## src/rtl/gtm_pkg.sv

```systemverilog
package gtm_pkg;
  typedef enum logic [2:0] {
    CC_NONE     = 3'd0,
    CC_DEV_END  = 3'd3,
    CC_ATTN     = 3'd4,
    CC_ATTN_EXC = 3'd6,
    CC_ATTN_DE  = 3'd7
  } cc_e;

  typedef enum logic [2:0] {
    WK_ENABLE = 3'd0,
    WK_CMD    = 3'd1,
    WK_COUNT  = 3'd2,
    WK_RELOAD = 3'd3,
    WK_MODE   = 3'd4
  } wkind_e;

  localparam int MODE_W    = 3;
  localparam int MB_RELOAD = 0;
  localparam int MB_EXT    = 1;
  localparam int MB_GATE   = 2;
endpackage

```

## src/rtl/gtm_sync.sv

```systemverilog
// Two-stage synchroniser plus one delay stage for edge detection.
module gtm_sync #(
  parameter int WIDTH = 4
) (
  input  logic             clk,
  input  logic             por_n,
  input  logic [WIDTH-1:0] async_i,
  output logic [WIDTH-1:0] lvl_o,
  output logic [WIDTH-1:0] lvl_d_o
);
  logic [WIDTH-1:0] meta_q, sync_q, dly_q;

  always_ff @(posedge clk or negedge por_n) begin
    if (!por_n) begin
      meta_q <= '0;
      sync_q <= '0;
      dly_q  <= '0;
    end else begin
      meta_q <= async_i;
      sync_q <= meta_q;
      dly_q  <= sync_q;
    end
  end

  assign lvl_o   = sync_q;
  assign lvl_d_o = dly_q;
endmodule

```

## src/rtl/gtm_timebase.sv

```systemverilog
// Free-running divider producing a one-cycle tick every TB_DIV cycles.
module gtm_timebase #(
  parameter int TB_DIV = 4
) (
  input  logic clk,
  input  logic por_n,
  output logic tick_o
);
  localparam int PW = (TB_DIV > 2) ? $clog2(TB_DIV) : 1;
  localparam logic [PW-1:0] LAST = PW'(TB_DIV - 1);

  logic [PW-1:0] div_q;

  assign tick_o = (div_q == LAST);

  always_ff @(posedge clk or negedge por_n) begin
    if (!por_n)      div_q <= '0;
    else if (tick_o) div_q <= '0;
    else             div_q <= div_q + PW'(1);
  end
endmodule

```

## src/rtl/gtm_channel.sv

```systemverilog
// One timer: counter, reload register, mode bits, run state and gate window.
module gtm_channel
  import gtm_pkg::*;
#(
  parameter int W = 16
) (
  input  logic         clk,
  input  logic         por_n,
  input  logic         soft_clr,
  input  logic         tick_int,
  input  logic         pulse_rise,
  input  logic         gate_rise,
  input  logic         gate_fall,
  input  logic         ld_cnt,
  input  logic         ld_reload,
  input  logic         ld_mode,
  input  logic [W-1:0] wr_data,
  input  logic         start,
  input  logic         stop,
  output logic [W-1:0] cnt_o,
  output logic         run_o,
  output logic         evt_valid,
  output cc_e          evt_code
);
  localparam logic [W-1:0] ONES = '1;

  logic [W-1:0]      cnt_q, reload_q;
  logic [MODE_W-1:0] mode_q;
  logic              run_q, in_win_q, uf_seen_q;
  logic              tick, cnt_en, underflow, win_done;

  always_comb begin
    tick      = mode_q[MB_EXT] ? pulse_rise : tick_int;
    cnt_en    = run_q && tick && (!mode_q[MB_GATE] || in_win_q);
    underflow = cnt_en && (cnt_q == '0);
    win_done  = run_q && mode_q[MB_GATE] && in_win_q && gate_fall;
    evt_valid = underflow || win_done;
    if (win_done)       evt_code = (underflow || uf_seen_q) ? CC_ATTN_DE : CC_ATTN;
    else if (underflow) evt_code = CC_DEV_END;
    else                evt_code = CC_NONE;
  end

  always_ff @(posedge clk or negedge por_n) begin
    if (!por_n) begin
      cnt_q     <= ONES;
      reload_q  <= ONES;
      mode_q    <= '0;
      run_q     <= 1'b0;
      in_win_q  <= 1'b0;
      uf_seen_q <= 1'b0;
    end else if (soft_clr) begin
      mode_q    <= '0;
      run_q     <= 1'b0;
      in_win_q  <= 1'b0;
      uf_seen_q <= 1'b0;
    end else begin
      if (ld_reload) reload_q <= wr_data;
      if (ld_mode)   mode_q   <= wr_data[MODE_W-1:0];

      if (ld_cnt)      cnt_q <= wr_data;
      else if (cnt_en) cnt_q <= underflow ? (mode_q[MB_RELOAD] ? reload_q : ONES)
                                          : cnt_q - W'(1);

      if (stop || win_done ||
          (underflow && !mode_q[MB_RELOAD] && !mode_q[MB_GATE]))
        run_q <= 1'b0;
      else if (start)
        run_q <= 1'b1;

      if (start || stop || win_done || !run_q)
        in_win_q <= 1'b0;
      else if (mode_q[MB_GATE] && gate_rise)
        in_win_q <= 1'b1;

      if (start || win_done || !run_q)
        uf_seen_q <= 1'b0;
      else if (underflow && in_win_q)
        uf_seen_q <= 1'b1;
    end
  end

  assign cnt_o = cnt_q;
  assign run_o = run_q;
endmodule

```

## src/rtl/gtm_irq_arb.sv

```systemverilog
// One request slot per timer, fixed priority to the lowest index,
// presented source held until accepted.
module gtm_irq_arb
  import gtm_pkg::*;
#(
  parameter int N  = 2,
  parameter int IW = 1
) (
  input  logic          clk,
  input  logic          por_n,
  input  logic          clr,
  input  logic [N-1:0]  evt_valid,
  input  cc_e           evt_code [N],
  output logic          irq_valid,
  input  logic          irq_ready,
  output logic [2:0]    irq_code,
  output logic [IW-1:0] irq_src
);
  logic [N-1:0]  pend;
  cc_e           codes [N];
  logic          hold_q;
  logic [IW-1:0] hold_idx_q, sel;
  logic          accept;

  always_comb begin
    sel = '0;
    for (int i = N - 1; i >= 0; i--) begin
      if (pend[i]) sel = IW'(i);
    end
    if (hold_q) sel = hold_idx_q;
  end

  assign irq_valid = |pend;
  assign irq_code  = codes[sel];
  assign irq_src   = sel;
  assign accept    = irq_valid && irq_ready;

  for (genvar g = 0; g < N; g++) begin : g_slot
    logic p_q;
    cc_e  c_q;
    logic ack, busy;

    assign ack  = accept && (sel == IW'(g));
    assign busy = p_q && !ack;

    always_ff @(posedge clk or negedge por_n) begin
      if (!por_n) begin
        p_q <= 1'b0;
        c_q <= CC_NONE;
      end else if (clr) begin
        p_q <= 1'b0;
      end else if (evt_valid[g]) begin
        p_q <= 1'b1;
        c_q <= (evt_code[g] == CC_ATTN && busy) ? CC_ATTN_EXC : evt_code[g];
      end else if (ack) begin
        p_q <= 1'b0;
      end
    end

    assign pend[g]  = p_q;
    assign codes[g] = c_q;
  end

  always_ff @(posedge clk or negedge por_n) begin
    if (!por_n) begin
      hold_q     <= 1'b0;
      hold_idx_q <= '0;
    end else if (clr) begin
      hold_q     <= 1'b0;
    end else begin
      hold_q     <= irq_valid && !irq_ready;
      hold_idx_q <= sel;
    end
  end
endmodule

```

## src/rtl/gated_interval_timer.sv

```systemverilog
module gated_interval_timer
  import gtm_pkg::*;
#(
  parameter int N_TMR  = 2,
  parameter int CNT_W  = 16,
  parameter int TB_DIV = 4,
  parameter int IW     = (N_TMR > 1) ? $clog2(N_TMR) : 1
) (
  input  logic                   clk,
  input  logic                   por_n,
  input  logic                   sys_rst,
  input  logic                   dev_rst,
  input  logic                   wr_en,
  input  logic [2:0]             wr_kind,
  input  logic [IW-1:0]          wr_idx,
  input  logic [CNT_W-1:0]       wr_data,
  input  logic [N_TMR-1:0]       ext_pulse,
  input  logic [N_TMR-1:0]       ext_gate,
  output logic                   irq_valid,
  input  logic                   irq_ready,
  output logic [2:0]             irq_code,
  output logic [IW-1:0]          irq_src,
  output logic [N_TMR*CNT_W-1:0] cnt_o,
  output logic [N_TMR-1:0]       run_o
);
  logic               soft_clr, wr_ok, prep_en_q, tick_int;
  logic [N_TMR-1:0]   start_v, stop_v, evt_valid;
  logic [N_TMR-1:0]   g_lvl, g_dly, p_lvl, p_dly;
  cc_e                evt_code [N_TMR];

  assign soft_clr = dev_rst || sys_rst;
  assign wr_ok    = wr_en && !soft_clr;

  always_ff @(posedge clk or negedge por_n) begin
    if (!por_n)                             prep_en_q <= 1'b0;
    else if (sys_rst)                       prep_en_q <= 1'b0;
    else if (wr_ok && wr_kind == WK_ENABLE) prep_en_q <= wr_data[0];
  end

  assign start_v = (wr_ok && wr_kind == WK_CMD && prep_en_q) ? wr_data[N_TMR-1:0] : '0;
  assign stop_v  = (wr_ok && wr_kind == WK_CMD) ? wr_data[2*N_TMR-1:N_TMR] : '0;

  gtm_timebase #(.TB_DIV(TB_DIV)) u_tb (
    .clk(clk), .por_n(por_n), .tick_o(tick_int)
  );

  gtm_sync #(.WIDTH(2*N_TMR)) u_sync (
    .clk(clk), .por_n(por_n),
    .async_i({ext_gate, ext_pulse}),
    .lvl_o({g_lvl, p_lvl}),
    .lvl_d_o({g_dly, p_dly})
  );

  for (genvar g = 0; g < N_TMR; g++) begin : g_tmr
    logic sel_me;
    assign sel_me = wr_ok && (wr_idx == IW'(g));

    gtm_channel #(.W(CNT_W)) u_ch (
      .clk        (clk),
      .por_n      (por_n),
      .soft_clr   (soft_clr),
      .tick_int   (tick_int),
      .pulse_rise (p_lvl[g] && !p_dly[g]),
      .gate_rise  (g_lvl[g] && !g_dly[g]),
      .gate_fall  (!g_lvl[g] && g_dly[g]),
      .ld_cnt     (sel_me && wr_kind == WK_COUNT),
      .ld_reload  (sel_me && wr_kind == WK_RELOAD),
      .ld_mode    (sel_me && wr_kind == WK_MODE),
      .wr_data    (wr_data),
      .start      (start_v[g]),
      .stop       (stop_v[g]),
      .cnt_o      (cnt_o[g*CNT_W +: CNT_W]),
      .run_o      (run_o[g]),
      .evt_valid  (evt_valid[g]),
      .evt_code   (evt_code[g])
    );
  end

  gtm_irq_arb #(.N(N_TMR), .IW(IW)) u_arb (
    .clk       (clk),
    .por_n     (por_n),
    .clr       (soft_clr),
    .evt_valid (evt_valid),
    .evt_code  (evt_code),
    .irq_valid (irq_valid),
    .irq_ready (irq_ready),
    .irq_code  (irq_code),
    .irq_src   (irq_src)
  );
endmodule

```

## config.mk

```make
export PLATFORM = sky130hd
export DESIGN_NAME = gated_interval_timer
export DESIGN_NICKNAME = d
export VERILOG_FILES = /design/src/rtl/gtm_pkg.sv /design/src/rtl/gtm_sync.sv /design/src/rtl/gtm_timebase.sv /design/src/rtl/gtm_channel.sv /design/src/rtl/gtm_irq_arb.sv /design/src/rtl/gated_interval_timer.sv
export SDC_FILE = /design/constraint.sdc
export NUM_CORES = 1
export LEC_CHECK = 0
export ABC_AREA = 1
export ABC_CLOCK_PERIOD_IN_PS = 3300
export BUFFER_PORTS_ARGS = -buffer_cell sky130_fd_sc_hd__buf_2
export CAP_MARGIN = 20
export CORE_ASPECT_RATIO = 1.5
export CORE_MARGIN = 2
export CORE_UTILIZATION = 50
export DETAILED_ROUTE_END_ITERATION = 7
export MAX_ROUTING_LAYER = met4
export PLACE_DENSITY = 0.7
export SETUP_SLACK_MARGIN = 0.1
export SLEW_MARGIN = 20
export SYNTH_ARGS = -nofsm -noshare
export SYNTH_HDL_FRONTEND = slang
export SYNTH_SLANG_ARGS = --single-unit
```

## constraint.sdc

```tcl
create_clock -name clk -period 3.3 [get_ports clk]
set_clock_uncertainty 0.05 [all_clocks]
set_input_delay 0.66 -clock clk [delete_from_list [all_inputs] [get_ports clk]]
set_output_delay 0.66 -clock clk [all_outputs]
set_load 0.02 [all_outputs]
```

Yosys cells after proc, flatten, opt, wreduce, memory -nomap -nowiden --
Index checks and enable logic that the tools add are counted.
Storage, ports and cells: register bits after elaboration 101, bits of input ports 30, word-level logic and storage cells 202, output and inout port bits 39
Operators by class: bitwise logic cells 4, equality and inequality tests 7, order comparisons 1, mux-type cells 58, reduce and logical (&&, ||, !) cells 106, $add $sub $neg 3
Operators with widths (count):
- $mux 16 | 8
- $logic_and 1x1->1 | 46
- $mux 3 | 11
- $logic_not 16->1 | 2
- $mux 1 | 32
- $sub 16x1->16 const B | 2
- $reduce_bool 3->1 | 8
- $logic_or 1x1->1 | 21
- $logic_not 1->1 | 16
- $mux 2 | 7
- $reduce_and 2->1 | 6
- $reduce_bool 2->1 | 5
- $eq 3x3->1 const B | 3
- $eq 3x2->1 const B | 2
- $eq 3x1->1 const B | 1
- $logic_not 3->1 | 1
- $not 1->1 | 3
- $add 2x1->2 const B | 1
- $eq 2x2->1 const B | 1
- $ge 2x2->1 const B | 1
- $not 1->2 | 1
- $reduce_or 2->1 | 1

Depth between registers and ports, before layout --
depth after elaboration 12, gate-level depth with buffers 12, depth with buffers taken out 11

Hierarchy --
A second synthesis with hierarchy kept.
Unflattened totals: cells, all modules 781, area, all modules 6100.9 um^2
Modules (own cells, without submodules):
- gtm_channel (g_tmr[1].u_ch) | area an instance 2489.9 um^2, sequential area each 991.0 um^2, instances 1, cells each 331
- gtm_channel (g_tmr[0].u_ch) | area an instance 2488.6 um^2, sequential area each 991.0 um^2, instances 1, cells each 322
- gtm_irq_arb | area an instance 521.8 um^2, sequential area each 250.2 um^2, instances 1, cells each 60
- gtm_sync | area an instance 300.3 um^2, sequential area each 300.3 um^2, instances 1, cells each 12
- gated_interval_timer | area an instance 234.0 um^2, sequential area each 25.0 um^2, instances 1, cells each 52
- gtm_timebase | area an instance 66.3 um^2, sequential area each 50.0 um^2, instances 1, cells each 4

Worst setup path before layout --
OpenSTA, ideal clock, no wires.
path kind flip-flop to output port, from reg u_arb.hold_idx_q, to out irq_code[1], stages on the path, launching flop included 4, setup slack 1328 ps, data required time 2590 ps, path buffers 0, arrival time 1262 ps, cell sequence dfrtp_1 -> inv_1 -> o21ai_1 -> o21ai_0
Between the ends: cells in the longest elaborated chain, start to end 5
Ends and longest elaborated chain:
- start, declared | line gtm_irq_arb.sv:22 | logic [IW-1:0] hold_idx_q, sel;
- start signal, assigned | line gtm_irq_arb.sv:72 | hold_idx_q <= sel;
- $mux 1 | line gtm_irq_arb.sv:30 | if (hold_q) sel = hold_idx_q;
- via irq_src | line gated_interval_timer.sv:22 | output logic [IW-1:0] irq_src,
- $not 1->2 (implied by the code) | line gtm_irq_arb.sv:34 | assign irq_code = codes[sel];
- $mux 3 (implied by the code) (3 in series) | line gtm_irq_arb.sv:34
- end, declared | line gated_interval_timer.sv:21 | output logic [2:0] irq_code,
The timed path passes the listed nets, and every way through them passes these cells. The select of a mux whose other input is x is not followed.

Worst setup path after layout --
from reg u_tb.div_q[0], to reg g_tmr[0].u_ch.cnt_q[5]
Between the ends: cells in the longest elaborated chain, start to end 8, elaborated cells on any way between the ends 10, those cells by class eq/ne: 1; mux: 4; reduce/logical: 5
Ends and longest elaborated chain:
- start, declared | line gtm_timebase.sv:12 | logic [PW-1:0] div_q;
- start signal, assigned | line gtm_timebase.sv:19 | else div_q <= div_q + PW'(1);
- $eq 2x2->1 * | line gtm_timebase.sv:14 | assign tick_o = (div_q == LAST);
- $mux 1 * | line gtm_channel.sv:33 | tick = mode_q[MB_EXT] ? pulse_rise : tick_int;
- $logic_and 1x1->1 * (2 in series) | line gtm_channel.sv:34 | cnt_en = run_q && tick && (!mode_q[MB_GATE] || in_win_q);
- $logic_and 1x1->1 | line gtm_channel.sv:35 | underflow = cnt_en && (cnt_q == '0);
- $mux 16 (2 in series) | line gtm_channel.sv:61 | else if (cnt_en) cnt_q <= underflow ? (mode_q[MB_RELOAD] ? reload_q : ONES)
- $mux 16 | line gtm_channel.sv:60 | if (ld_cnt) cnt_q <= wr_data;
- end signal, assigned | line gtm_channel.sv:60
- end signal, assigned | line gtm_channel.sv:61
- end, declared | line gtm_channel.sv:27 | logic [W-1:0] cnt_q, reload_q;
Mark *: on every way between the ends. The rest lies on a longest branch, timed or not. The select of a mux whose other input is x is not followed. A chain may end at the register's enable or synchronous reset.

==> metrics.cfg <==
[die]
core_area_um2 = 11500
die_y_um = 137
ios = 69
dieArea_um2 = 12800
rows = 48
fp.dieW_um = 92.9
initial_utilization = 0.514

[drt]
drc_errors = 0
vias_per_cell = 5.30
vias = 5420
wl_met3_um = 623
drtIter0Drc = 289
met1_length_um = 6570
avgRoutedWirePerCell_um = 15.1
met2_length_um = 7720
wirelength_um = 15400
top_layer_used = met4
drt-pass1-iter-count = 5
ant_nets = 0

[global_route]
grt_usage = 0.258
antenna_found_initial = 0
grt_pass1_vias = 5140
grt_max_degree = 64
grt_pass1_wl_um = 25300
grt_overflow = 0

[hold_path]
min_path_cells = 0
hp-class = reg2reg

[power]
comb_power_share = 0.205
p_sw_frac = 0.316
power_per_cell_area_nw_per_um2 = 502
clkPwrFrac = 0.333
leakage_nw = 3.44
vdd_ir_drop_max_mv = 0.284
p_int_w = 0.00229
total_switching_power_w = 0.00105
seqPwrFrac = 0.462

[worst_setup_path]
rr_worst_depth = 11
worstSetupPathType = reg2reg
worstPathRequired_ps = 3540
cp.depth = 11
cp-end-kind = flip-flop
cpMostUsedCell = nand2_1
path_cells = ha_1 -> inv_1 -> nand2_1 -> nand3_1 -> nor2_2 -> nand3_2 -> inv_1 -> nand2_1 -> nand3_1 -> nand2_1 -> nand2_1
arrival_ps = 2840
cpLargestDelayFamily = simple AND/OR/NAND/NOR gates
cpMaxStageDelayCell = nor2_2
worst-path-buf-inv = 2
critPathMaxStageDelay_ps = 560
start_kind = flip-flop
crit_path_max_fanout = 15

[synthesis]
ys_seq_area_frac = 0.440
syn-num-nets = 847
ys_types = 37
synth_mux_area_frac = 0.00760
synthCells = 812
ys_seq_elements = 101
synth_area_per_cell_um2 = 7.30
synth_fa_ha_area_frac = 0.0106
synth_xor_xnor_area_share = 0.0163
syn_area_um2 = 5930
synthSimpleGateAreaFrac = 0.350
synth_top_family_by_area = simple AND/OR/NAND/NOR gates
yosysWarnings = 0
synth_compound_area_frac = 0.0897

[timing]
fin_crit_ps = 2600
worst_pin_slew_ps = 899
rsz0062_at_grt = false
hold_viol = 0
slew_headroom = 0.401
max_freq_mhz = 384
holdWs_ps = 305
slew_viol_final = 0
post-route-period-util = 0.789
setup_violations = 0
fin_tns_setup_ps = 0

[place]
io_buffers = 68
dp_hpwl_um = 11800
numPlacedInstances = 1007
placed_area_um2 = 6330
routabilityCongestion = 0.909

[layout]
layout.nets = 903
layout_common_cells = nand2_1 (198), nor2_1 (153), inv_1 (84)
stdcell_count = 1023
postLayoutCellArea_um2 = 6650
layout_commonest_cell = nand2_1
area_delta_synth_final_pct = 12.2
diodes = 0
num-fill-cells = 1115
drive_gt1_frac = 0.212

[clock_network]
ctsHoldBuffers = 0
cts_buffers = 9
clk_latency_ps = 350
cts_tree = yes
clock_sinks = 101
clock-root-buffer = clkbuf_16
htreeDepth = 3
clk_pin_slew_worst_paths_ps = 80
cts_resized = 0
clockBufferDepth = 2
post_cts.repair.setup_buffers = 0

[status]
run_status = complete, no violations

[job]
maxCapViolations = 0

-- through the flow --
stage               worst slack [ps]   util  power (W)
CTS                              735  0.576    0.00336
detailed placement               735  0.549    0.00224
global placement                 800  0.549    0.00223
floorplan                       1330      -    0.00202
finish                           695  0.576    0.00334
global route                     510  0.576    0.00352
-- cells in the mapped netlist --
library cell    n  area share
nand4_1        15       0.016
a31oi_1         2      0.0021
nand2_1       198        0.13
xnor2_1         4      0.0059
inv_4           1      0.0011
a21oi_2         3      0.0044
o31ai_1         1      0.0013
nor2_4          2      0.0038
inv_2           4      0.0025
mux2_2          4      0.0076
ha_1            5       0.011
xor2_1          7       0.010
clkinv_1        1     0.00063
nand3_2         1      0.0017
nand3b_1        4      0.0051
nand3_1        75       0.063
buf_6           5      0.0095
nor3b_1         2      0.0025
o211ai_1        2      0.0025
buf_2          15       0.013
inv_1          84       0.053
nand2_4         4      0.0076
nand3_4         1      0.0030
o21ai_0        37       0.031
buf_4           3      0.0038
dfrtp_1        37        0.16
a21oi_1        49       0.041
dfstp_2        64        0.28
o21ai_2         2      0.0030
nor2_1        154       0.098
nor2_8          3       0.010
o21a_1          1      0.0013
nor3_1          8      0.0068
o21ai_1         3      0.0025
nor2_2          6      0.0063
clkbuf_1        4      0.0025
nand2_2         1      0.0011
-- layer usage --
layer  vias up  global-route usage
li1       2691                   -
met1      2538               0.312
met2       161               0.438
met3        30              0.0328
met4         0               0.106
met5         -                   -
-- state kept, by name, indices dropped and copies added, names as in the netlist, 2 cells and up --
register / flops
u_sync.meta_q: 4
u_arb.g_slot.p_q: 2
u_sync.lvl_d_o: 4
g_tmr.u_ch.cnt_o: 32
u_tb.div_q: 2
g_tmr.u_ch.reload_q: 32
g_tmr.u_ch.uf_seen_q: 2
g_tmr.u_ch.mode_q: 6
u_arb.g_slot.c_q: 6
g_tmr.u_ch.run_o: 2
u_sync.lvl_o: 4
g_tmr.u_ch.in_win_q: 2
-- power by group through the flow --
stage,clock network (W),registers [W],logic (W)
floorplan,0,0.00158,0.000440
global placement,0,0.00156,0.000669
detailed placement,0,0.00156,0.000679
CTS,0.00113,0.00154,0.000684
global route,0.00118,0.00156,0.000775
finish,0.00111,0.00154,0.000685
-- worst paths after layout --
check                                 startpoint                         to  slack (ps)
worst max-delay path               u_tb.div_q[0]     g_tmr[0].u_ch.cnt_o[5]         700
worst min-delay path            u_sync.meta_q[2]            u_sync.lvl_o[2]         310
worst max register to register     u_tb.div_q[0]     g_tmr[0].u_ch.cnt_o[5]         700
worst min register to register  u_sync.meta_q[2]            u_sync.lvl_o[2]         310
max in group asynchronous                  por_n  g_tmr[1].u_ch.reload_q[5]        2080
min in group asynchronous                  por_n              u_tb.div_q[0]         330
-- worst reg2reg max path: stages, from the launching register on --
cell     delay [ps]
dfrtp_1         350
ha_1            170
inv_1           100
nand2_1          80
nand3_1          70
nor2_2          560
nand3_2         440
inv_1           390
nand2_1         110
nand3_1          90
nand2_1          70
nand2_1          70
-- final cells by class --
cell class	instances	area (um2)	share of cell area
Clock buffer	9	225	0.0339
Clock inverter	7	88.8	0.0134
Inverter	90	340	0.0512
Multi-Input combinational cell	594	2810	0.423
Sequential cell	101	2610	0.392
Tap cell	150	188	0.0282
Timing Repair Buffer	72	385	0.0580
-- cell families (layout without fill, tap and decap cells) --
| family | after synthesis | after routing |
|---|---|---|
| AOI/OAI and AO/OA | 100 | 100 |
| xor gates and xnor gates | 11 | 11 |
| adders and majority gates | 5 | 5 |
| buffers and inverters | 117 | 178 |
| DFF | 101 | 101 |
| muxes | 4 | 4 |
| and+or+nand+nor | 474 | 474 |
Power figures use the tool's default switching activity.
